===== src/rtl/xtx_pkg.sv =====
package xtx_pkg;

    localparam int unsigned XTX_OCT_W = 8;

    typedef logic [XTX_OCT_W-1:0] octet_t;

    typedef struct packed {
        logic   slotted;
        logic   idle_sel;
        octet_t idle_byte;
    } xtx_cfg_t;

    function automatic octet_t idle_octet(input xtx_cfg_t cfg);
        return cfg.idle_sel ? cfg.idle_byte : '1;
    endfunction

    function automatic octet_t flip_octet(input octet_t v);
        octet_t r;
        for (int i = 0; i < XTX_OCT_W; i++) begin
            r[i] = v[XTX_OCT_W-1-i];
        end
        return r;
    endfunction

endpackage


===== src/rtl/xtx_cfg_latch.sv =====
module xtx_cfg_latch
    import xtx_pkg::*;
(
    input  logic     clk,
    input  logic     rst,
    input  logic     tx_reset,
    input  xtx_cfg_t cfg_in,
    output xtx_cfg_t cfg_q
);
    always_ff @(posedge clk) begin
        if (rst || tx_reset) begin
            cfg_q <= cfg_in;
        end
    end
endmodule


===== src/rtl/xtx_octet_pick.sv =====
module xtx_octet_pick
    import xtx_pkg::*;
(
    input  xtx_cfg_t cfg,
    input  logic     first_pend,
    input  logic     fifo_valid,
    input  octet_t   fifo_data,
    input  logic     msb_first,
    output octet_t   word,
    output logic     take_fifo
);
    octet_t raw;

    always_comb begin
        take_fifo = !first_pend && fifo_valid;
        if (first_pend) begin
            raw = cfg.slotted ? '1 : idle_octet(cfg);
        end else if (fifo_valid) begin
            raw = fifo_data;
        end else begin
            raw = idle_octet(cfg);
        end
        word = (cfg.slotted && msb_first) ? flip_octet(raw) : raw;
    end
endmodule


===== src/rtl/xtx_shifter.sv =====
module xtx_shifter #(
    parameter int unsigned OCT_W = 8
) (
    input  logic             clk,
    input  logic             clr,
    input  logic             tick,
    input  logic             load,
    input  logic [OCT_W-1:0] word,
    output logic             out_bit,
    output logic             drained
);
    localparam int unsigned CNT_W = $clog2(OCT_W);
    localparam logic [CNT_W-1:0] LAST = CNT_W'(OCT_W - 1);

    logic [OCT_W-1:0] sh;
    logic [CNT_W-1:0] left;

    assign drained = (left == '0);

    always_ff @(posedge clk) begin
        if (clr) begin
            left    <= '0;
            sh      <= '1;
            out_bit <= 1'b1;
        end else if (load) begin
            out_bit <= word[0];
            sh      <= {1'b1, word[OCT_W-1:1]};
            left    <= LAST;
        end else if (tick) begin
            if (!drained) begin
                out_bit <= sh[0];
                sh      <= {1'b1, sh[OCT_W-1:1]};
                left    <= left - 1'b1;
            end else begin
                out_bit <= 1'b1;
            end
        end
    end
endmodule


===== src/rtl/xtx_events.sv =====
module xtx_events (
    input  logic clk,
    input  logic rst,
    input  logic tx_reset,
    input  logic tx_en,
    input  logic fifo_valid,
    input  logic gap_evt,
    output logic done_pulse,
    output logic empty_pulse
);
    logic valid_d;

    always_ff @(posedge clk) begin
        if (rst) begin
            valid_d     <= 1'b0;
            done_pulse  <= 1'b0;
            empty_pulse <= 1'b0;
        end else begin
            valid_d     <= fifo_valid;
            done_pulse  <= tx_reset || (tx_en && valid_d && !fifo_valid);
            empty_pulse <= tx_reset || gap_evt;
        end
    end
endmodule


===== src/rtl/xparent_tx.sv =====
module xparent_tx
    import xtx_pkg::*;
#(
    parameter int unsigned OCT_W = XTX_OCT_W
) (
    input  logic             clk,
    input  logic             rst,
    input  logic             tx_en,
    input  logic             tx_reset,
    input  logic             bit_tick,
    input  logic             slot_start,
    input  logic             slot_mode,
    input  logic             msb_first,
    input  logic             idle_sel,
    input  logic [OCT_W-1:0] idle_byte,
    input  logic             lane_a_en,
    input  logic             lane_b_en,
    input  logic [OCT_W-1:0] fifo_data,
    input  logic             fifo_valid,
    output logic             fifo_pop,
    output logic             lane_a,
    output logic             lane_b,
    output logic             done_pulse,
    output logic             empty_pulse
);
    xtx_cfg_t cfg_in, cfg;
    octet_t   word;
    logic     take_fifo, drained, out_bit;
    logic     first_pend, last_data;
    logic     clr, load, gap_evt;

    assign cfg_in = '{slotted: slot_mode, idle_sel: idle_sel, idle_byte: idle_byte};

    xtx_cfg_latch i_cfg (
        .clk(clk), .rst(rst), .tx_reset(tx_reset), .cfg_in(cfg_in), .cfg_q(cfg)
    );

    xtx_octet_pick i_pick (
        .cfg(cfg), .first_pend(first_pend), .fifo_valid(fifo_valid),
        .fifo_data(fifo_data), .msb_first(msb_first),
        .word(word), .take_fifo(take_fifo)
    );

    assign clr     = rst || tx_reset || !tx_en;
    assign load    = !clr && bit_tick && drained && (!cfg.slotted || slot_start);
    assign fifo_pop = load && take_fifo;
    assign gap_evt = load && !take_fifo && !first_pend && last_data;

    xtx_shifter #(.OCT_W(OCT_W)) i_shift (
        .clk(clk), .clr(clr), .tick(bit_tick), .load(load), .word(word),
        .out_bit(out_bit), .drained(drained)
    );

    always_ff @(posedge clk) begin
        if (clr) begin
            first_pend <= 1'b1;
            last_data  <= 1'b0;
        end else if (load) begin
            first_pend <= 1'b0;
            last_data  <= take_fifo;
        end
    end

    xtx_events i_evt (
        .clk(clk), .rst(rst), .tx_reset(tx_reset), .tx_en(tx_en),
        .fifo_valid(fifo_valid), .gap_evt(gap_evt),
        .done_pulse(done_pulse), .empty_pulse(empty_pulse)
    );

    assign lane_a = lane_a_en ? out_bit : 1'b1;
    assign lane_b = lane_b_en ? out_bit : 1'b1;
endmodule


===== config.mk =====
export PLATFORM = sky130hd
export DESIGN_NAME = xparent_tx
export DESIGN_NICKNAME = d
export VERILOG_FILES = /design/src/rtl/xtx_pkg.sv /design/src/rtl/xtx_cfg_latch.sv /design/src/rtl/xtx_octet_pick.sv /design/src/rtl/xtx_shifter.sv /design/src/rtl/xtx_events.sv /design/src/rtl/xparent_tx.sv
export SDC_FILE = /design/constraint.sdc
export NUM_CORES = 1
export LEC_CHECK = 0
export ABC_CLOCK_PERIOD_IN_PS = 4200
export BUFFER_PORTS_ARGS = -buffer_cell sky130_fd_sc_hd__buf_2
export CAP_MARGIN = 5
export CELL_PAD_IN_SITES_DETAIL_PLACEMENT = 1
export CELL_PAD_IN_SITES_GLOBAL_PLACEMENT = 1
export CORE_MARGIN = 2
export CORE_UTILIZATION = 42
export DETAILED_ROUTE_END_ITERATION = 8
export PLACE_DENSITY = 0.92
export RECOVER_POWER = 25
export SYNTH_ARGS = -nofsm -noshare
export SYNTH_HDL_FRONTEND = slang
export SYNTH_SLANG_ARGS = --single-unit

===== constraint.sdc =====
create_clock -name clk -period 4.2 [get_ports clk]
set_input_delay 0.84 -clock clk [delete_from_list [all_inputs] [get_ports clk]]
set_output_delay 0.84 -clock clk [all_outputs]
set_load 0.01 [all_outputs]

Word-level counts from Yosys, hierarchy flattened. Index checks and enable logic that the tools add are counted.

Register bits: 26. Input bits: 28. Output and inout bits: 5.

Add/subtract/negate cells: 1. Eq/ne operators: 1. Muxes and demuxes: 16. Reductions and logical operators: 25.

Operator list (number): two-way mux 8 bit (5); two-way mux 7 bit (3); logical AND 1 bit (11); two-way mux 3 bit (3); logical NOT 1 bit (6); logical OR 1 bit (5); two-way mux 1 bit (5); logical NOT 3 bit (1); subtractor 3 x 1 -> 3 bit, second input constant (1); != test 2 x 1 -> 1 bit, second input constant (1); AND reduction 2 bit (1); nonzero test 2 bit (1).

Depth between registers and ports, before layout.
Depth in word-level cells: 10. Mapped depth: 7. Depth with buffers taken out: 7.

By module. Synthesis repeated with hierarchy kept, for this count alone.

Cell total of the unflattened synthesis: 137. Area, all modules: 1442.6 µm².

Modules (own cells, without submodules): xtx_shifter (times used 1, cells each 60, area an instance 583.1 µm², seq. area each 220.2 µm²); xtx_octet_pick (times used 1, cells each 41, area an instance 311.5 µm², seq. area each 0.0 µm²); xtx_cfg_latch (times used 1, cells each 11, area an instance 306.5 µm², seq. area each 300.3 µm²); xparent_tx (times used 1, cells each 16, area an instance 151.4 µm², seq. area each 40.0 µm²); xtx_events (times used 1, cells each 9, area an instance 90.1 µm², seq. area each 60.1 µm²).

Worst setup path after synthesis. No wires, ideal clock.

Path kind: input-to-output. From: input rst. To: output fifo_pop. Arrival time: 1.590 ns. Required time: 3.360 ns. Path slack: 1.770 ns. Cell stages on the path: 3. Buffers on the path: 0. Cells stage by stage: nor3b_4 o2111ai_4 nor3_2.

Word-level cells in the longest chain between the ends: 7.

RTL lines: start, declared (RTL line xparent_tx.sv:7) `input logic rst,`; logical OR 1 bit (2 in a row) (RTL line xparent_tx.sv:44) `assign clr = rst || tx_reset || !tx_en;`; logical NOT 1 bit (RTL line xparent_tx.sv:45) `assign load = !clr && bit_tick && drained && (!cfg.slotted || slot_start);`; logical AND 1 bit (3 in a row) (RTL line xparent_tx.sv:45); logical AND 1 bit (RTL line xparent_tx.sv:46) `assign fifo_pop = load && take_fifo;`; end, declared (RTL line xparent_tx.sv:20) `output logic fifo_pop,`.

No other way between the ends.

Worst setup path in the final report. Same ends and word-level chain as after synthesis.

==> run summary <==
Horizontal die dimension = 59.7 um
Syn Std Cell Area = 0.00131 sq mm
Clock H-tree levels = 1
WP data required = 3.36 ns
Top FF cell, synth = sky130_fd_sc_hd__dfxtp_1
Iter 0 DRT Violations = 33
Clock latency at the later pin of the worst-skew pair = 0.32 ns
Kind of end point of the critical path = primary output
Row count = 20
Class of the tightest hold or removal check = reg -> reg
Storage cell area = 621 sq um
Detailed-route wire length = 3510 um
Number of setup buffers added after CTS = 0
Buffer depth of the longest clock path = 2
Die outline height = 59.7 um
Global routing usage summed across all routing layers = 21.7%
Design area = 0.00151 sq mm
Kind of launch point of the worst setup path = input pin
Synth Instances = 135
Initial antenna violation count = 0
Number of buffers inserted during clock tree synthesis = 3
DRC violation count after routing = 0
Clock tree from TritonCTS = yes
Global-route wire length before repair = 5820 um
Synth top area cells = sky130_fd_sc_hd__dfxtp_1 (25%), sky130_fd_sc_hd__edfxtp_1 (23%), sky130_fd_sc_hd__nor2_1 (6.6%), sky130_fd_sc_hd__o21ai_0 (4.2%), sky130_fd_sc_hd__a21oi_1 (3.8%)
Syn Area/Cell = 9.67 sq um
Number of antenna diodes = 0
Routed length per placed instance = 17.7 um
Net Count, Synth = 165
Estimated wirelength of the detail-placed design = 2700 um
Relative contribution of combinational cells to total power = 12.8%
Highest net fanout along the worst path = 10
Synthesized flop and latch total = 26
Switching pwr = 0.000119 W
Worst path top cell family by delay = simple AND/OR/NAND/NOR gates
Setup TNS = 0 ns
Total grt overflow = 0
Clock input transition at the sequential cells of the worst setup and hold paths = 0.14 ns
Number of buffer and inverter stages on the critical path = 2
Peak ir drop on the vdd network = 0.000155 V
Placed Area = 0.00147 sq mm
Cell chain of the critical path = buf_2 -> nor3b_4 -> o2111ai_4 -> nor3_2 -> buf_2
Proportion of netlist area held by the largest area contributor = 24.5%
Antenna Violating Nets Remaining = 0
Setup-failing EPs final = 0
Routability cong. = 0.898
RSZ-0062 raised after global routing = no
Overall Power = 0.000471 W
Leakage power = 0.565 nW
Post-CTS Hold Buffers = 0
Most common cell on crit path = sky130_fd_sc_hd__buf_2
Fraction of layout instances using a drive strength above 1 = 27.9%
Slowest Stage Delay on Critical Path = 0.35 ns
Worst-case headroom to the max-slew limit = 72.8%
Sequential power share = 60.2%
Root buffer cell = sky130_fd_sc_hd__clkbuf_4
Worst Max-Slew Pin Slew = 0.408 ns
Part of the Yosys area used for sequential elements = 47.6%
Worst Path Arrival = 1.96 ns
Standard cell core area = 0.00300 sq mm
Pin count of the biggest net entering global routing = 15
Maximum clock rate = 357 MHz
Multi-input gate area = 618 sq um
# Max-Cap Violations = 0
Via count of the routed design = 1179
Final period util = 66.8%
Cell-internal power = 0.000352 W
Full die area = 0.00357 sq mm
Library cell contributing the largest single delay on the critical path = sky130_fd_sc_hd__nor3b_4
Initial standard-cell utilization of the core = 43.5%
Asr flop ratio synth = 0%
Total number of clock tree sinks = 26
Drt first pass iters = 4
FILL cells = 364
Final hold violation count = 0
Critical path class = in -> out
Top-level I/O count = 33
Vias in the first global route = 1351
Post-synth cell types = 39
Power density normalized to cell area = 312 mW/mm^2
Outcome = complete, no violations
Largest area contributor in the netlist = sky130_fd_sc_hd__dfxtp_1
Count of flip-flops with a built-in enable after synthesis = 10
Clock period minus worst slack = 2.80 ns
Portion of total power attributed to the clock network = 26.9%
Number of nets in the final layout = 196
Fin Clk Skew = 0.00333 ns
Count of synthesis-stage warnings from yosys = 0
Area added between synthesis and finish = 15.5%
Vias per Instance = 5.95
CTS resizes = 0
Buffers on Ports = 32
Number of max-slew violations in the final report = 0
Sw frac = 25.2%
sequential cells by signal, summed over array words and instances, names as in the netlist:
name               cells
i_shift.left           3
first_pend             1
i_evt.done_pulse       1
i_cfg.cfg_q           10
i_evt.empty_pulse      1
i_shift.out_bit        1
i_evt.valid_d          1
last_data              1
i_shift.sh             7
metal layers:
| layer | part of all wire [%] | vias to the layer above | GRT usage (%) |
|---|---|---|---|
| met5 | 0 | - | 0 |
| met3 | 4.0 | 8 | 2.38 |
| met4 | 2.1 | 0 | 10.2 |
| li1 | - | 559 | - |
| met2 | 54 | 33 | 41.1 |
| met1 | 39 | 579 | 23.6 |
power by group through the flow:
stage | clock network, W | logic [W] | registers (W)
floorplan | 0 | 0.0000359 | 0.000285
global placement | 0 | 0.0000550 | 0.000287
detailed placement | 0 | 0.0000599 | 0.000288
CTS | 0.000131 | 0.0000604 | 0.000283
global route | 0.000138 | 0.0000664 | 0.000285
finish | 0.000127 | 0.0000603 | 0.000283
through the flow:
| step | utilization, % | hold WS, ns | instances | setup WS [ns] |
|---|---|---|---|---|
| 2_1_floorplan | - | 0.439 | 135 | 1.77 |
| 3_3_place_gp | 49.0 | 0.449 | 194 | 1.45 |
| 3_5_place_dp | 49.0 | 0.463 | 194 | 1.41 |
| 4_1_cts | 50.2 | 0.495 | 198 | 1.40 |
| 5_1_grt | 50.2 | 0.528 | 198 | 1.29 |
| 6_report | 50.2 | 0.492 | 198 | 1.40 |
final timing paths:
path	startpoint	to	slack, ns	cells past startpoint
worst min-delay path	i_shift.sh[4]	i_shift.sh[4]	0.49	2
worst min register to register	i_shift.sh[4]	i_shift.sh[4]	0.49	2
worst max-delay path	rst	fifo_pop	1.40	5
worst max register to register	i_shift.left[0]	i_shift.sh[4]	2.45	7
area by class of cell:
type                       count  area share (%)
timing repair buffer          32            10.6
tap                           33            2.74
clock buffer                   4            2.41
inverter                       8            2.07
multi-input combinational     95            41.0
sequential                    26            41.2
cell families after synthesis:
kind of cell | Yosys count | synth area share [%]
AND/OR/NAND/NOR | 39 | 15.3
flip-flops | 26 | 47.6
buffers and inverters | 14 | 5.08
AO/OA/AOI/OAI | 52 | 28.6
multiplexers | 2 | 1.53
adder cells (fa/ha/maj) | 2 | 1.92
cell usage in the layout, fill, tap and decap left out:
cell and count:
sky130_fd_sc_hd__buf_2 32, sky130_fd_sc_hd__nor2_1 23, sky130_fd_sc_hd__dfxtp_1 16, sky130_fd_sc_hd__o21ai_0 11, sky130_fd_sc_hd__a21oi_1 10, sky130_fd_sc_hd__edfxtp_1 10
sky130_fd_sc_hd__inv_1 7, sky130_fd_sc_hd__o21ai_1 7, sky130_fd_sc_hd__nand2_1 5, sky130_fd_sc_hd__o32a_1 4, sky130_fd_sc_hd__a221oi_1 4, sky130_fd_sc_hd__clkbuf_4 3
sky130_fd_sc_hd__o32ai_1 2, sky130_fd_sc_hd__o22ai_1 2, sky130_fd_sc_hd__mux2i_1 2, sky130_fd_sc_hd__a31oi_1 2, sky130_fd_sc_hd__a311oi_1 2, sky130_fd_sc_hd__ha_1 2
sky130_fd_sc_hd__nor3b_4 1, sky130_fd_sc_hd__and2b_2 1, sky130_fd_sc_hd__o2111ai_4 1, sky130_fd_sc_hd__nor3_2 1, sky130_fd_sc_hd__o21ai_2 1, sky130_fd_sc_hd__a21boi_4 1
sky130_fd_sc_hd__nand2_2 1, sky130_fd_sc_hd__a211oi_1 1, sky130_fd_sc_hd__a21bo_1 1, sky130_fd_sc_hd__nor2b_1 1, sky130_fd_sc_hd__a22o_1 1, sky130_fd_sc_hd__and2_1 1
sky130_fd_sc_hd__a31o_2 1, sky130_fd_sc_hd__nand2b_4 1, sky130_fd_sc_hd__nand2b_1 1, sky130_fd_sc_hd__clkinv_2 1, sky130_fd_sc_hd__nand3b_1 1, sky130_fd_sc_hd__and3_1 1
sky130_fd_sc_hd__nor3_1 1, sky130_fd_sc_hd__o221ai_1 1, sky130_fd_sc_hd__clkbuf_8 1
worst register-to-register path: stages (launching register included):
cell                        delay (ns)
sky130_fd_sc_hd__dfxtp_1          0.36
sky130_fd_sc_hd__inv_1            0.08
sky130_fd_sc_hd__ha_1             0.24
sky130_fd_sc_hd__and2b_2          0.27
sky130_fd_sc_hd__o2111ai_4        0.19
sky130_fd_sc_hd__clkinv_2         0.20
sky130_fd_sc_hd__o21ai_0          0.21
sky130_fd_sc_hd__o21ai_1          0.09
cells in the mapped netlist, types with 2 or more instances:
master / instances
sky130_fd_sc_hd__o21ai_1: 7
sky130_fd_sc_hd__a31oi_1: 2
sky130_fd_sc_hd__o32a_1: 4
sky130_fd_sc_hd__a21oi_1: 10
sky130_fd_sc_hd__a311oi_1: 2
sky130_fd_sc_hd__o21ai_0: 11
sky130_fd_sc_hd__o32ai_1: 2
sky130_fd_sc_hd__o22ai_1: 2
sky130_fd_sc_hd__dfxtp_1: 16
sky130_fd_sc_hd__inv_1: 7
sky130_fd_sc_hd__nand2_1: 5
sky130_fd_sc_hd__mux2i_1: 2
sky130_fd_sc_hd__buf_2: 4
sky130_fd_sc_hd__edfxtp_1: 10
sky130_fd_sc_hd__ha_1: 2
sky130_fd_sc_hd__a221oi_1: 4
sky130_fd_sc_hd__nor2_1: 23
Note: power is estimated with default switching activity, not from simulation.
